<file path="config.mk">
export PLATFORM = sky130hd
export DESIGN_NAME = dma_burst_req
export DESIGN_NICKNAME = d
export VERILOG_FILES = /design/src/rtl/dbr_pkg.sv /design/src/rtl/dbr_cfg_check.sv /design/src/rtl/dbr_down_counter.sv /design/src/rtl/dbr_seq.sv /design/src/rtl/dma_burst_req.sv
export SDC_FILE = /design/constraint.sdc
export NUM_CORES = 1
export LEC_CHECK = 0
export ABC_AREA = 1
export ABC_CLOCK_PERIOD_IN_PS = 2500
export BUFFER_PORTS_ARGS = -buffer_cell sky130_fd_sc_hd__buf_2
export CAP_MARGIN = 40
export CORE_ASPECT_RATIO = 1.1
export CORE_UTILIZATION = 50
export CTS_CLUSTER_SIZE = 16
export DETAILED_ROUTE_END_ITERATION = 10
export PLACE_DENSITY = 0.72
export SYNTH_ARGS = -nofsm -noshare
export SYNTH_HDL_FRONTEND = slang
export SYNTH_SLANG_ARGS = --single-unit
</file>
<file path="constraint.sdc">
create_clock -name clk -period 2.5 [get_ports clk]
set_clock_uncertainty 0.2 [all_clocks]
set_input_delay 0.25 -clock clk [delete_from_list [all_inputs] [get_ports clk]]
set_output_delay 0.25 -clock clk [all_outputs]
set_load 0.02 [all_outputs]
</file>
<file path="src/rtl/dbr_pkg.sv">
package dbr_pkg;

  localparam int DBR_BURST_W = 13;
  localparam int DBR_CFG_W   = 16;
  localparam int DBR_STEP_W  = 3;

  typedef enum logic [1:0] {
    ST_IDLE = 2'd0,
    ST_REQ  = 2'd1,
    ST_GAP  = 2'd2
  } dbr_state_e;

  // bytes carried by one bus cycle
  function automatic logic [DBR_STEP_W-1:0] dbr_step(input logic wide);
    return wide ? 3'd4 : 3'd2;
  endfunction

  // burst length is nonzero and a whole number of bus words
  function automatic logic dbr_burst_legal(input logic [DBR_BURST_W-1:0] len,
                                           input logic wide);
    logic aligned;
    aligned = wide ? (len[1:0] == 2'b00) : (len[0] == 1'b0);
    return (len != '0) && aligned;
  endfunction

endpackage

</file>
<file path="src/rtl/dbr_cfg_check.sv">
module dbr_cfg_check
  import dbr_pkg::*;
#(
  parameter int BUF_W = 20
) (
  input  logic [DBR_BURST_W-1:0] burst_len,
  input  logic [BUF_W-1:0]       total_len,
  input  logic                   wide,
  output logic                   cfg_ok
);

  logic burst_fine;
  logic total_fine;

  assign burst_fine = dbr_burst_legal(burst_len, wide);
  assign total_fine = (total_len != '0);
  assign cfg_ok     = burst_fine && total_fine;

endmodule

</file>
<file path="src/rtl/dbr_down_counter.sv">
module dbr_down_counter
  import dbr_pkg::*;
#(
  parameter int W = 13
) (
  input  logic                  clk,
  input  logic                  rst_n,
  input  logic                  load,
  input  logic [W-1:0]          load_val,
  input  logic                  dec,
  input  logic [DBR_STEP_W-1:0] step,
  output logic [W-1:0]          count,
  output logic                  last_word
);

  logic [W-1:0] step_w;

  assign step_w    = W'(step);
  assign last_word = (count <= step_w);

  always_ff @(posedge clk or negedge rst_n) begin
    if (!rst_n) begin
      count <= '0;
    end else if (load) begin
      count <= load_val;
    end else if (dec) begin
      count <= last_word ? '0 : (count - step_w);
    end
  end

endmodule

</file>
<file path="src/rtl/dbr_seq.sv">
module dbr_seq
  import dbr_pkg::*;
(
  input  logic       clk,
  input  logic       rst_n,
  input  logic       start,
  input  logic       cfg_ok,
  input  logic       strobe,
  input  logic       burst_last,
  input  logic       remain_last,
  output dbr_state_e state,
  output logic       accept,
  output logic       launch,
  output logic       consume,
  output logic       burst_end,
  output logic       xfer_end,
  output logic       dreq,
  output logic       done,
  output logic       err
);

  dbr_state_e state_nx;

  assign accept    = (state == ST_IDLE) && start;
  assign launch    = accept && cfg_ok;
  assign consume   = (state == ST_REQ) && strobe;
  assign xfer_end  = consume && remain_last;
  assign burst_end = consume && burst_last && !remain_last;
  assign dreq      = (state == ST_REQ);

  always_comb begin
    state_nx = state;
    unique case (state)
      ST_IDLE: if (launch) state_nx = ST_REQ;
      ST_REQ: begin
        if (xfer_end)       state_nx = ST_IDLE;
        else if (burst_end) state_nx = ST_GAP;
      end
      ST_GAP:  state_nx = ST_REQ;
      default: state_nx = ST_IDLE;
    endcase
  end

  always_ff @(posedge clk or negedge rst_n) begin
    if (!rst_n) begin
      state <= ST_IDLE;
      done  <= 1'b0;
      err   <= 1'b0;
    end else begin
      state <= state_nx;
      done  <= xfer_end;
      if (accept) err <= !cfg_ok;
    end
  end

endmodule

</file>
<file path="src/rtl/dma_burst_req.sv">
module dma_burst_req
  import dbr_pkg::*;
#(
  parameter int BUF_W = 20
) (
  input  logic                 clk,
  input  logic                 rst_n,
  input  logic                 start,
  input  logic [DBR_CFG_W-1:0] burst_cfg,
  input  logic [BUF_W-1:0]     xfer_bytes,
  input  logic                 mode32,
  input  logic                 dma_strobe,
  output logic                 dreq,
  output logic                 done,
  output logic                 err
);

  logic [DBR_BURST_W-1:0] burst_field;
  logic [DBR_BURST_W-1:0] burst_q;
  logic                   mode_q;
  logic [DBR_STEP_W-1:0]  step;
  logic                   cfg_ok;
  logic                   accept;
  logic                   launch;
  logic                   consume;
  logic                   burst_end;
  logic                   xfer_end;
  logic                   burst_last;
  logic                   remain_last;
  logic                   burst_load;
  logic [DBR_BURST_W-1:0] burst_load_val;
  logic [DBR_BURST_W-1:0] burst_left;
  logic [BUF_W-1:0]       remain_left;
  dbr_state_e             state;

  assign burst_field = burst_cfg[DBR_BURST_W-1:0];
  assign step        = dbr_step(mode_q);

  dbr_cfg_check #(.BUF_W(BUF_W)) u_cfg (
    .burst_len (burst_field),
    .total_len (xfer_bytes),
    .wide      (mode32),
    .cfg_ok    (cfg_ok)
  );

  always_ff @(posedge clk or negedge rst_n) begin
    if (!rst_n) begin
      burst_q <= '0;
      mode_q  <= 1'b0;
    end else if (launch) begin
      burst_q <= burst_field;
      mode_q  <= mode32;
    end
  end

  assign burst_load     = launch || burst_end;
  assign burst_load_val = launch ? burst_field : burst_q;

  dbr_down_counter #(.W(DBR_BURST_W)) u_burst_cnt (
    .clk       (clk),
    .rst_n     (rst_n),
    .load      (burst_load),
    .load_val  (burst_load_val),
    .dec       (consume),
    .step      (step),
    .count     (burst_left),
    .last_word (burst_last)
  );

  dbr_down_counter #(.W(BUF_W)) u_remain_cnt (
    .clk       (clk),
    .rst_n     (rst_n),
    .load      (launch),
    .load_val  (xfer_bytes),
    .dec       (consume),
    .step      (step),
    .count     (remain_left),
    .last_word (remain_last)
  );

  dbr_seq u_seq (
    .clk         (clk),
    .rst_n       (rst_n),
    .start       (start),
    .cfg_ok      (cfg_ok),
    .strobe      (dma_strobe),
    .burst_last  (burst_last),
    .remain_last (remain_last),
    .state       (state),
    .accept      (accept),
    .launch      (launch),
    .consume     (consume),
    .burst_end   (burst_end),
    .xfer_end    (xfer_end),
    .dreq        (dreq),
    .done        (done),
    .err         (err)
  );

endmodule

</file>
==> flow_metrics.tcl, run 1 <==
set metrics [dict create \
    synth_cells 517 \
    rows 31 \
    area_of_the_multi_input_gates_um2 1810 \
    total_overflow_reported_by_the_global_router 0 \
    timing.slew.headroom_pct 55.7 \
    netlist-cell-type-count 34 \
    netSwitchingPower_uw 1990 \
    p_clk_share_pct 14.3 \
    fp.coreArea_um2 6630 \
    p_seq_share_pct 33.5 \
    final_cell_area_um2 4140 \
    finalCriticalPeriod_ps 2310 \
    power_switching_share_pct 44.8 \
    area_growth_from_synthesis_to_final_layout_pct 20.3 \
    outcome "finished, final reports clean" \
    cts_buffers 5 \
    routed_wire_length_per_instance_um 12.4 \
    firstDrtPassIters 4 \
    finalWeightedCongestion 0.889 \
    fin_hold_viols 0 \
    die_h_um 89.1 \
    drc 0 \
    max-clock-path-buffers 2 \
    grt_start_max_net_pins 52 \
    required_ps 2510 \
    vias 3344 \
    synth.ff_latch_count 51 \
    synth_seq_area_share_pct 37.0 \
    r2r.worst_path.cells 14 \
    cts_tree "built" \
    max-cap-violations 0 \
    grt_antenna_before_repair 0 \
    layout.nets 635 \
    worstSetupEndpointType "flip-flop" \
    yosys_warnings 0 \
    post-dp-hpwl_um 5770 \
    layout_worst_path_cycle_share_pct 92.5 \
    globalRouteTotalUtil_pct 25.1 \
    critPathMaxFanout 16 \
    vias_in_the_first_global_route 3250 \
    initial_utilization_pct 52.0 \
    ctsHtreeMaxLevel 2 \
    clock_sinks 51 \
    avgViaCountPerCell 4.98 \
    pwr-share-comb_pct 52.2 \
    sequential_cell_area_um2 1280 \
    crit_path_start_kind "input port" \
    power_density_nw_per_um2 1070 \
    floorplan.die_area_um2 7230 \
    min_path_cells 5 \
    postPlaceCellArea_um2 3740 \
    die_w_um 81.2 \
    clkSlewWorstSetupHoldPaths_ps 100 \
    first_pass_grt_wire_length_um 13900 \
    finalSetupViolCount 0 \
    achievable-frequency_mhz 432 \
    worst_ir_drop_vdd_mv 0.551 \
    worstSetupPathType "in2reg" \
    buffer_ports.inserted 40 \
    clkLatencyLatePin_ps 320 \
    fin_worst_hold_slack_ps 59.4 \
    cp_data_arrival_time_ps 2330 \
    cellInternalPower_uw 2450 \
    mappedNetlistArea_um2 3450 \
    post-route-util_pct 62.5 \
    power.static_leakage_uw 0.00227 \
    synth_area_per_cell_um2 6.67 \
    drive_above_1_share_pct 16.0 \
    report.final.slew_viol_count 0 \
    hold_class "in2reg" \
    number_of_fill_cells_in_the_layout 600 \
    io_pins 44 \
    first_iter_violations 158 \
    root_buffer "clkbuf_8" \
    diodes 0 \
    syn-num-nets 564 \
    postRouteWirelength_um 8300 \
    worst_pin_slew_ps 664 \
    grt_setup_unrepaired "true" \
    drt.antenna.violating_nets 0 \
]
==> power groups by stage <==
| stage | Clock [uW] | Sequential (uW) | Combinational, uW |
|---|---|---|---|
| floorplan | 0 | 1440 | 1790 |
| global placement | 0 | 1480 | 2160 |
| detailed placement | 0 | 1500 | 2230 |
| CTS | 641 | 1480 | 2270 |
| global route | 672 | 1540 | 2690 |
| finish | 635 | 1490 | 2310 |
==> kinds of logic (layout without fill, tap and decap cells) <==
logic type / after synthesis / count (layout) / synth area share, %
AND/OR/NAND/NOR: 342 / 342 / 42.8
AO/OA/AOI/OAI: 11 / 11 / 2.14
adder cells (fa/ha/maj): 6 / 6 / 2.61
buffers and inverters: 90 / 162 / 11.1
flip-flops: 51 / 51 / 37.0
XOR/XNOR: 17 / 17 / 4.32
==> layer usage <==
layer | GRT usage [%] | up-vias | routed length, um
li1 | - | 1720 | -
met4 | 6.98 | 0 | 97
met1 | 28.9 | 1567 | 3630
met5 | 0 | - | 0
met2 | 48.1 | 48 | 4410
met3 | 3.57 | 9 | 162
==> synthesized netlist by cell type <==
master | instances | area (um^2)
clkinv_1 | 1 | 3.75
nand3b_1 | 1 | 7.51
nor3_2 | 1 | 10.0
o211ai_1 | 2 | 15.0
nand3_1 | 70 | 350
nor3b_2 | 1 | 12.5
o21ai_0 | 5 | 25.0
buf_4 | 1 | 7.51
xor2_1 | 14 | 123
inv_2 | 4 | 15.0
xnor2_1 | 3 | 26.3
dfrtp_1 | 51 | 1280
nor2_4 | 1 | 11.3
nand4_1 | 5 | 31.3
inv_1 | 71 | 267
nand2_4 | 1 | 11.3
or2_2 | 3 | 18.8
ha_1 | 4 | 50.1
a21oi_4 | 1 | 16.3
clkbuf_1 | 1 | 3.75
nand2_1 | 181 | 679
and2_1 | 1 | 6.26
buf_6 | 4 | 45.0
nor2_1 | 61 | 229
o21ai_1 | 1 | 5.00
nand3_4 | 1 | 17.5
nand2_2 | 7 | 43.8
a21oi_1 | 1 | 5.00
nor3_1 | 4 | 20.0
nor2_2 | 3 | 18.8
buf_2 | 8 | 40.0
fa_1 | 2 | 40.0
nor3b_1 | 1 | 7.51
o31ai_1 | 1 | 7.51
==> registers in the layout (all words and copies together), names as in the netlist <==
register,count
u_seq.state,2
u_burst_cnt.count,13
mode_q,1
u_seq.done,1
u_seq.err,1
burst_q,13
u_remain_cnt.count,20
==> critical path, cell delays in order <==
cell and delay [ps]:
dlygate4sd3_1 530, buf_2 120, nor2_1 140, nand2_1 60, nor2_1 180, nand3_1 240
nand2_4 200, inv_2 120, buf_4 220, nand2_1 70, o21ai_0 70, inv_1 60
nand2_1 50
==> timing repair <==
item,4_1_cts,5_1_grt
pin swaps,0,2
setup endpoints to repair,9,32
gates resized for setup,1,10
hold buffers,21,0
setup buffers,0,5
hold endpoints to repair,71,0
==> final cells by class <==
| cell class | instances | share of cell area, % |
|---|---|---|
| repair buffers | 78 | 13.1 |
| inverters | 76 | 6.97 |
| clock buffers | 6 | 1.99 |
| well taps | 82 | 2.48 |
| clock inverters | 2 | 0.936 |
| multi-input cells | 376 | 43.8 |
| flip-flops and latches | 51 | 30.8 |
==> layout by cell type (no fill, tap or decap), types with 2 or more instances in the layout <==
master / n
nand2_2: 5
clkbuf_8: 6
o21ai_0: 5
nand3_1: 70
nor2_1: 58
inv_2: 3
dlygate4sd3_1: 21
ha_1: 4
nor2_2: 6
nand2_4: 3
xor2_1: 14
nor3_1: 3
buf_4: 16
inv_1: 71
dfrtp_1: 51
xnor2_1: 3
o211ai_1: 2
nand2_1: 181
nor3_2: 2
or2_2: 3
buf_2: 40
nand4_1: 5
==> worst paths after layout <==
| check | endpoint | slack (ps) | startpoint |
|---|---|---|---|
| setup / recovery | u_remain_cnt.count[19]$_DFFE_PN0P_ | 190 | xfer_bytes[9] |
| hold / removal | burst_q[12]$_DFF_PN0_ | 60 | burst_cfg[12] |
| setup reg to reg | u_burst_cnt.count[4]$_DFFE_PN0P_ | 190 | mode_q$_DFFE_PN0P_ |
| hold reg to reg | u_burst_cnt.count[1]$_DFFE_PN0P_ | 290 | u_burst_cnt.count[1]$_DFFE_PN0P_ |
| max in group asynchronous | u_remain_cnt.count[16]$_DFFE_PN0P_ | 1280 | rst_n |
| min in group asynchronous | burst_q[9]$_DFF_PN0_ | 370 | rst_n |
==> through the flow <==
| stage | power [uW] | TNS, ps | setup WS, ps | std cells |
|---|---|---|---|---|
| after floorplan | 3230 | 0 | 65.3 | 517 |
| after global placement | 3650 | 0 | 39.1 | 637 |
| after detailed placement | 3730 | -38.5 | -13.7 | 637 |
| after CTS | 4390 | 0 | 15.0 | 666 |
| after global routing | 4900 | -0.231 | -0.231 | 671 |
| final | 4430 | 0 | 186 | 671 |
No activity file was read; power rests on OpenSTA's default activity.
==> inputs of run 2 (changes only) <==
==> constraint.sdc (replaced) <==
create_clock -name clk -period 2.5 [get_ports clk]
set_clock_uncertainty 0.2 [all_clocks]
set_input_delay 0.75 -clock clk [delete_from_list [all_inputs] [get_ports clk]]
set_output_delay 0.75 -clock clk [all_outputs]
set_load 0.02 [all_outputs]
==> flow_metrics.tcl, run 2 (same netlist as run 1, synthesis figures left out) <==
set metrics [dict create \
    globalRouteTotalUtil_pct 25.1 \
    regMostFlops "u_remain_cnt.count" \
    r2r.worst_path.cells 15 \
    floorplan.die_area_um2 7230 \
    place_ws_ps -99.5 \
    fin_hold_viols 0 \
    timing.slew.headroom_pct 80.1 \
    drc 0 \
    achievable-frequency_mhz 413 \
    drt.antenna.violating_nets 0 \
    cts_buffers 5 \
    diodes 0 \
    vias_in_the_first_global_route 3182 \
    drive_above_1_share_pct 20.4 \
    layout.nets 629 \
    finalSetupViolCount 0 \
    crit_path_start_kind "flip-flop" \
    io_pins 44 \
    finalNonFillerCells 665 \
    worst_ir_drop_vdd_mv 0.526 \
    die_h_um 89.1 \
    max-cap-violations 0 \
    power_density_nw_per_um2 1100 \
    final_cell_area_um2 4210 \
    flip_flop_count_of_the_largest_register_after_layout 20 \
    ctsHtreeMaxLevel 2 \
    area_growth_from_synthesis_to_final_layout_pct 22.2 \
    layout_commonest_cell "nand2_1" \
    routed_wire_length_per_instance_um 12.3 \
    required_ps 2560 \
    fin_worst_hold_slack_ps 194 \
    firstDrtPassIters 4 \
    post-dp-hpwl_um 5900 \
    power.static_leakage_uw 0.00233 \
    reg.largest.list "u_remain_cnt.count: 20 flops, burst_q: 13 flops, u_burst_cnt.count: 13 flops" \
    cp_data_arrival_time_ps 2480 \
    layout_common_cells "nand2_1 (178), inv_1 (67), nand3_1 (67)" \
    grt_start_max_net_pins 52 \
    avgViaCountPerCell 4.96 \
    worstSetupEndpointType "flip-flop" \
    finalWeightedCongestion 0.952 \
    cts_tree "built" \
    critPathMaxFanout 8 \
    hold_class "in2async" \
    critical_path.reg2reg.startpoint "mode_q$_DFFE_PN0P_" \
    fp.coreArea_um2 6630 \
    outcome "finished, final reports clean" \
    post-route-util_pct 63.5 \
    clkLatencyLatePin_ps 320 \
    cts_hold_repair.buffers 0 \
    postPlaceCellArea_um2 3930 \
    finalCriticalPeriod_ps 2420 \
    total_overflow_reported_by_the_global_router 0 \
    number_of_fill_cells_in_the_layout 582 \
    clkSlewWorstSetupHoldPaths_ps 100 \
    rows 31 \
    first_pass_grt_wire_length_um 13800 \
    first_iter_violations 149 \
    layout_worst_path_cycle_share_pct 96.9 \
    postRouteWirelength_um 8170 \
    clock_sinks 51 \
    grt_antenna_before_repair 0 \
    vias 3300 \
    placedCellCount 650 \
    buffer_ports.inserted 40 \
    worstSetupPathType "reg2reg" \
    timing.reg2reg.setup_slack_ps 80 \
    postLayoutSetupSlackWorst_ps 77.9 \
    worst_pin_slew_ps 295 \
    root_buffer "clkbuf_8" \
    max-clock-path-buffers 2 \
    die_w_um 81.2 \
    area_of_the_multi_input_gates_um2 1880 \
    sequential_cell_area_um2 1280 \
    worstReg2RegEnd "u_burst_cnt.count[5]$_DFFE_PN0P_" \
    report.final.slew_viol_count 0 \
    initial_utilization_pct 52.0 \
]
run 2: how the worst max path moves through the flow:
stage / startpoint / endpoint / cells after the start
final: mode_q$_DFFE_PN0P_ / u_burst_cnt.count[5]$_DFFE_PN0P_ / 15
after global routing: mode_q$_DFFE_PN0P_ / u_burst_cnt.count[5]$_DFFE_PN0P_ / 15
after CTS: mode_q$_DFFE_PN0P_ / u_burst_cnt.count[4]$_DFFE_PN0P_ / 15
after detailed placement: mode_q$_DFFE_PN0P_ / u_burst_cnt.count[5]$_DFFE_PN0P_ / 15
after global placement: xfer_bytes[8] / u_burst_cnt.count[3]$_DFFE_PN0P_ / 12
after floorplan: mode_q$_DFFE_PN0P_ / u_burst_cnt.count[2]$_DFFE_PN0P_ / 15
run 2: layout make-up:
cell class,count,area share [%]
multi-input combinational,377,44.5
sequential,51,30.3
timing repair buffer,71,13.1
inverter,76,6.89
tap,82,2.44
clock buffer,5,1.63
clock inverter,3,1.13
run 2: metrics by stage:
stage | total power, uW | setup TNS (ps)
2_1_floorplan | 3230 | 0
3_3_place_gp | 3780 | -330
3_5_place_dp | 3870 | -1030
4_1_cts | 4520 | 0
5_1_grt | 5130 | -172
6_report | 4640 | 0
run 2: report_power, final:
| part | internal, uW | switching [uW] | total (uW) |
|---|---|---|---|
| combinational | 1080 | 1460 | 2540 |
| clock | 304 | 308 | 612 |
| sequential | 1190 | 304 | 1490 |
run 2: routing by layer:
metal  wire (um)  up-vias  GRT usage [%]
met3         219       18           3.67
met5           0        -              0
met4         242        0           10.1
met2        4180       58           48.1
met1        3530     1504           27.6
li1            -     1720              -
run 2: what timing repair did:
action	CTS	global route
resized for setup	5	22
pin swaps	1	9
gates cloned	0	2
endpoints found under the hold margin	0	0
setup buffers	1	4
setup endpoints to repair	14	20
run 2: worst max-delay path: stages (launching register included):
cell and delay, ps:
dfrtp_1 410, inv_2 90, ha_4 140, inv_4 40
fa_2 400, inv_2 90, nand2_4 50, nor2_4 90
nand2_2 90, nand2_4 90, buf_12 100, nand3_4 140
buf_12 190, nand3_1 80, nand3_1 100, nand2_1 70
==> inputs of run 3 (changes only) <==
--- a/config.mk
+++ b/config.mk
@@ -9,11 +9,14 @@
 export ABC_CLOCK_PERIOD_IN_PS = 2500
 export BUFFER_PORTS_ARGS = -buffer_cell sky130_fd_sc_hd__buf_2
 export CAP_MARGIN = 40
+export CELL_PAD_IN_SITES_DETAIL_PLACEMENT = 0
+export CELL_PAD_IN_SITES_GLOBAL_PLACEMENT = 1
 export CORE_ASPECT_RATIO = 1.1
-export CORE_UTILIZATION = 50
+export CORE_UTILIZATION = 37
 export CTS_CLUSTER_SIZE = 16
 export DETAILED_ROUTE_END_ITERATION = 10
-export PLACE_DENSITY = 0.72
+export HOLD_SLACK_MARGIN = 0.15
+export PLACE_DENSITY = 0.75
 export SYNTH_ARGS = -nofsm -noshare
 export SYNTH_HDL_FRONTEND = slang
 export SYNTH_SLANG_ARGS = --single-unit
==> flow_metrics.tcl, run 3 (same netlist as run 1, synthesis figures left out) <==
set metrics [dict create \
    cts_hold_repair.buffers 0 \
    ctsHtreeMaxLevel 2 \
    total_overflow_reported_by_the_global_router 0 \
    first_iter_violations 107 \
    achievable-frequency_mhz 423 \
    regMostFlops "u_remain_cnt.count" \
    die_h_um 103 \
    fin_hold_viols 0 \
    r2r.worst_path.cells 14 \
    worst-path-stages 14 \
    timing.reg2reg.setup_slack_ps 140 \
    timing.slew.headroom_pct 73.8 \
    io_pins 44 \
    first_pass_grt_wire_length_um 14500 \
    number_of_fill_cells_in_the_layout 933 \
    worstSetupEndpointType "flip-flop" \
    clkSlewWorstSetupHoldPaths_ps 100 \
    required_ps 2550 \
    critPathMaxFanout 8 \
    worstSetupStartpoint "mode_q$_DFFE_PN0P_" \
    total_power_of_the_final_layout_uw 4440 \
    vias 3280 \
    power.static_leakage_uw 0.00227 \
    finalSetupViolCount 0 \
    area_growth_from_synthesis_to_final_layout_pct 19.6 \
    placedCellCount 683 \
    die_w_um 94.0 \
    globalRouteTotalUtil_pct 19.2 \
    layout_commonest_cell "nand2_1" \
    fin_worst_hold_slack_ps 202 \
    timing.critical_path.to "u_burst_cnt.count[1]$_DFFE_PN0P_" \
    cpMaxStageDelayCell "fa_2" \
    outcome "finished, final reports clean" \
    worst_pin_slew_ps 392 \
    grt_antenna_before_repair 0 \
    max-clock-path-buffers 2 \
    finalNonFillerCells 695 \
    buffer_ports.inserted 40 \
    grt_start_max_net_pins 52 \
    diodes 0 \
    finalCriticalPeriod_ps 2360 \
    floorplan.die_area_um2 9700 \
    worstSetupPathType "reg2reg" \
    worstReg2RegEnd "u_burst_cnt.count[1]$_DFFE_PN0P_" \
    worstPathBufferInverterCount 4 \
    crit_path_start_kind "flip-flop" \
    reg.largest.list "u_remain_cnt.count: 20 flops, burst_q: 13 flops, u_burst_cnt.count: 13 flops" \
    avgViaCountPerCell 4.72 \
    timing.critical_path.slowest_cell_delay_ps 410 \
    drive_above_1_share_pct 18.9 \
    tns_ps 0 \
    routed_wire_length_per_instance_um 12.4 \
    cts_tree "built" \
    cts_buffers 5 \
    hold_class "in2async" \
    firstDrtPassIters 4 \
    fp.coreArea_um2 8960 \
    flip_flop_count_of_the_largest_register_after_layout 20 \
    layout_worst_path_cycle_share_pct 94.5 \
    cp_data_arrival_time_ps 2410 \
    chain_of_cells_forming_the_critical_path "inv_2 -> ha_1 -> inv_1 -> fa_2 -> inv_2 -> nand2_2 -> nor2_4 -> nand2_2 -> nand2_4 -> nand3_4 -> clkbuf_16 -> nand3_1 -> nand3_1 -> nand2_1" \
    vias_in_the_first_global_route 3189 \
    root_buffer "clkbuf_8" \
    rows 36 \
    max-cap-violations 0 \
    report.final.slew_viol_count 0 \
    power_density_nw_per_um2 1080 \
    initial_utilization_pct 38.4 \
    critical_path.reg2reg.startpoint "mode_q$_DFFE_PN0P_" \
    clkLatencyLatePin_ps 310 \
    post-dp-hpwl_um 6320 \
    drc 0 \
    layout.nets 628 \
    postRouteWirelength_um 8630 \
    finalWeightedCongestion 0.824 \
    worst_ir_drop_vdd_mv 0.449 \
    drt.antenna.violating_nets 0 \
    cell_class_contributing_the_biggest_share_of_worst_path_delay "simple AND/OR/NAND/NOR gates" \
    clock_sinks 51 \
    layout_common_cells "nand2_1 (180), inv_1 (69), nand3_1 (67)" \
]
-- run 3: per-stage QoR --
step / utilization, % / cell area [um^2] / worst slack, ps
2_1_floorplan: - / 3450 / 65.3
3_3_place_gp: 43.8 / 3930 / 15.4
3_5_place_dp: 43.8 / 3930 / -13.2
4_1_cts: 44.8 / 4010 / 9.46
5_1_grt: 46.0 / 4120 / -16.1
6_report: 46.0 / 4120 / 138
-- run 3: what timing repair did --
item                                    CTS  global route
hold endpoints to repair                  0             0
pin swaps                                 0             5
resized for setup                         1            14
setup buffers                             0             3
endpoints found under the setup margin    3            18
gates cloned                              0             2
-- run 3: layout make-up --
cell class | instances | area (um^2) | area share (%)
Clock buffer | 5 | 68.8 | 1.67
Tap cell | 114 | 143 | 3.46
Clock inverter | 2 | 13.8 | 0.334
Inverter | 76 | 285 | 6.92
Timing Repair Buffer | 70 | 493 | 12.0
Sequential cell | 51 | 1280 | 31.0
Multi-Input combinational cell | 377 | 1840 | 44.7
-- run 3: worst min path at each step --
| stage | cells after the start | start | slack [ps] | endpoint |
|---|---|---|---|---|
| after floorplan | 2 | burst_q[0]$_DFF_PN0_ | 230 | burst_q[0]$_DFF_PN0_ |
| after global placement | 2 | burst_q[0]$_DFF_PN0_ | 250 | burst_q[0]$_DFF_PN0_ |
| after detailed placement | 2 | burst_q[0]$_DFF_PN0_ | 250 | burst_q[0]$_DFF_PN0_ |
| after CTS | 2 | rst_n | 220 | burst_q[10]$_DFF_PN0_ |
| after global routing | 2 | rst_n | 220 | burst_q[10]$_DFF_PN0_ |
| final | 2 | rst_n | 200 | burst_q[10]$_DFF_PN0_ |
-- run 3: where the power goes --
group,internal [uW],switching (uW)
Clock,193,301
Combinational,1040,1430
Sequential,1180,297
-- run 3: routing by layer --
metal | wire length, um | global-route usage (%)
met1 | 3930 | 23.2
met2 | 4380 | 36.2
met3 | 227 | 2.41
met4 | 85 | 4.62
met5 | 0 | 0
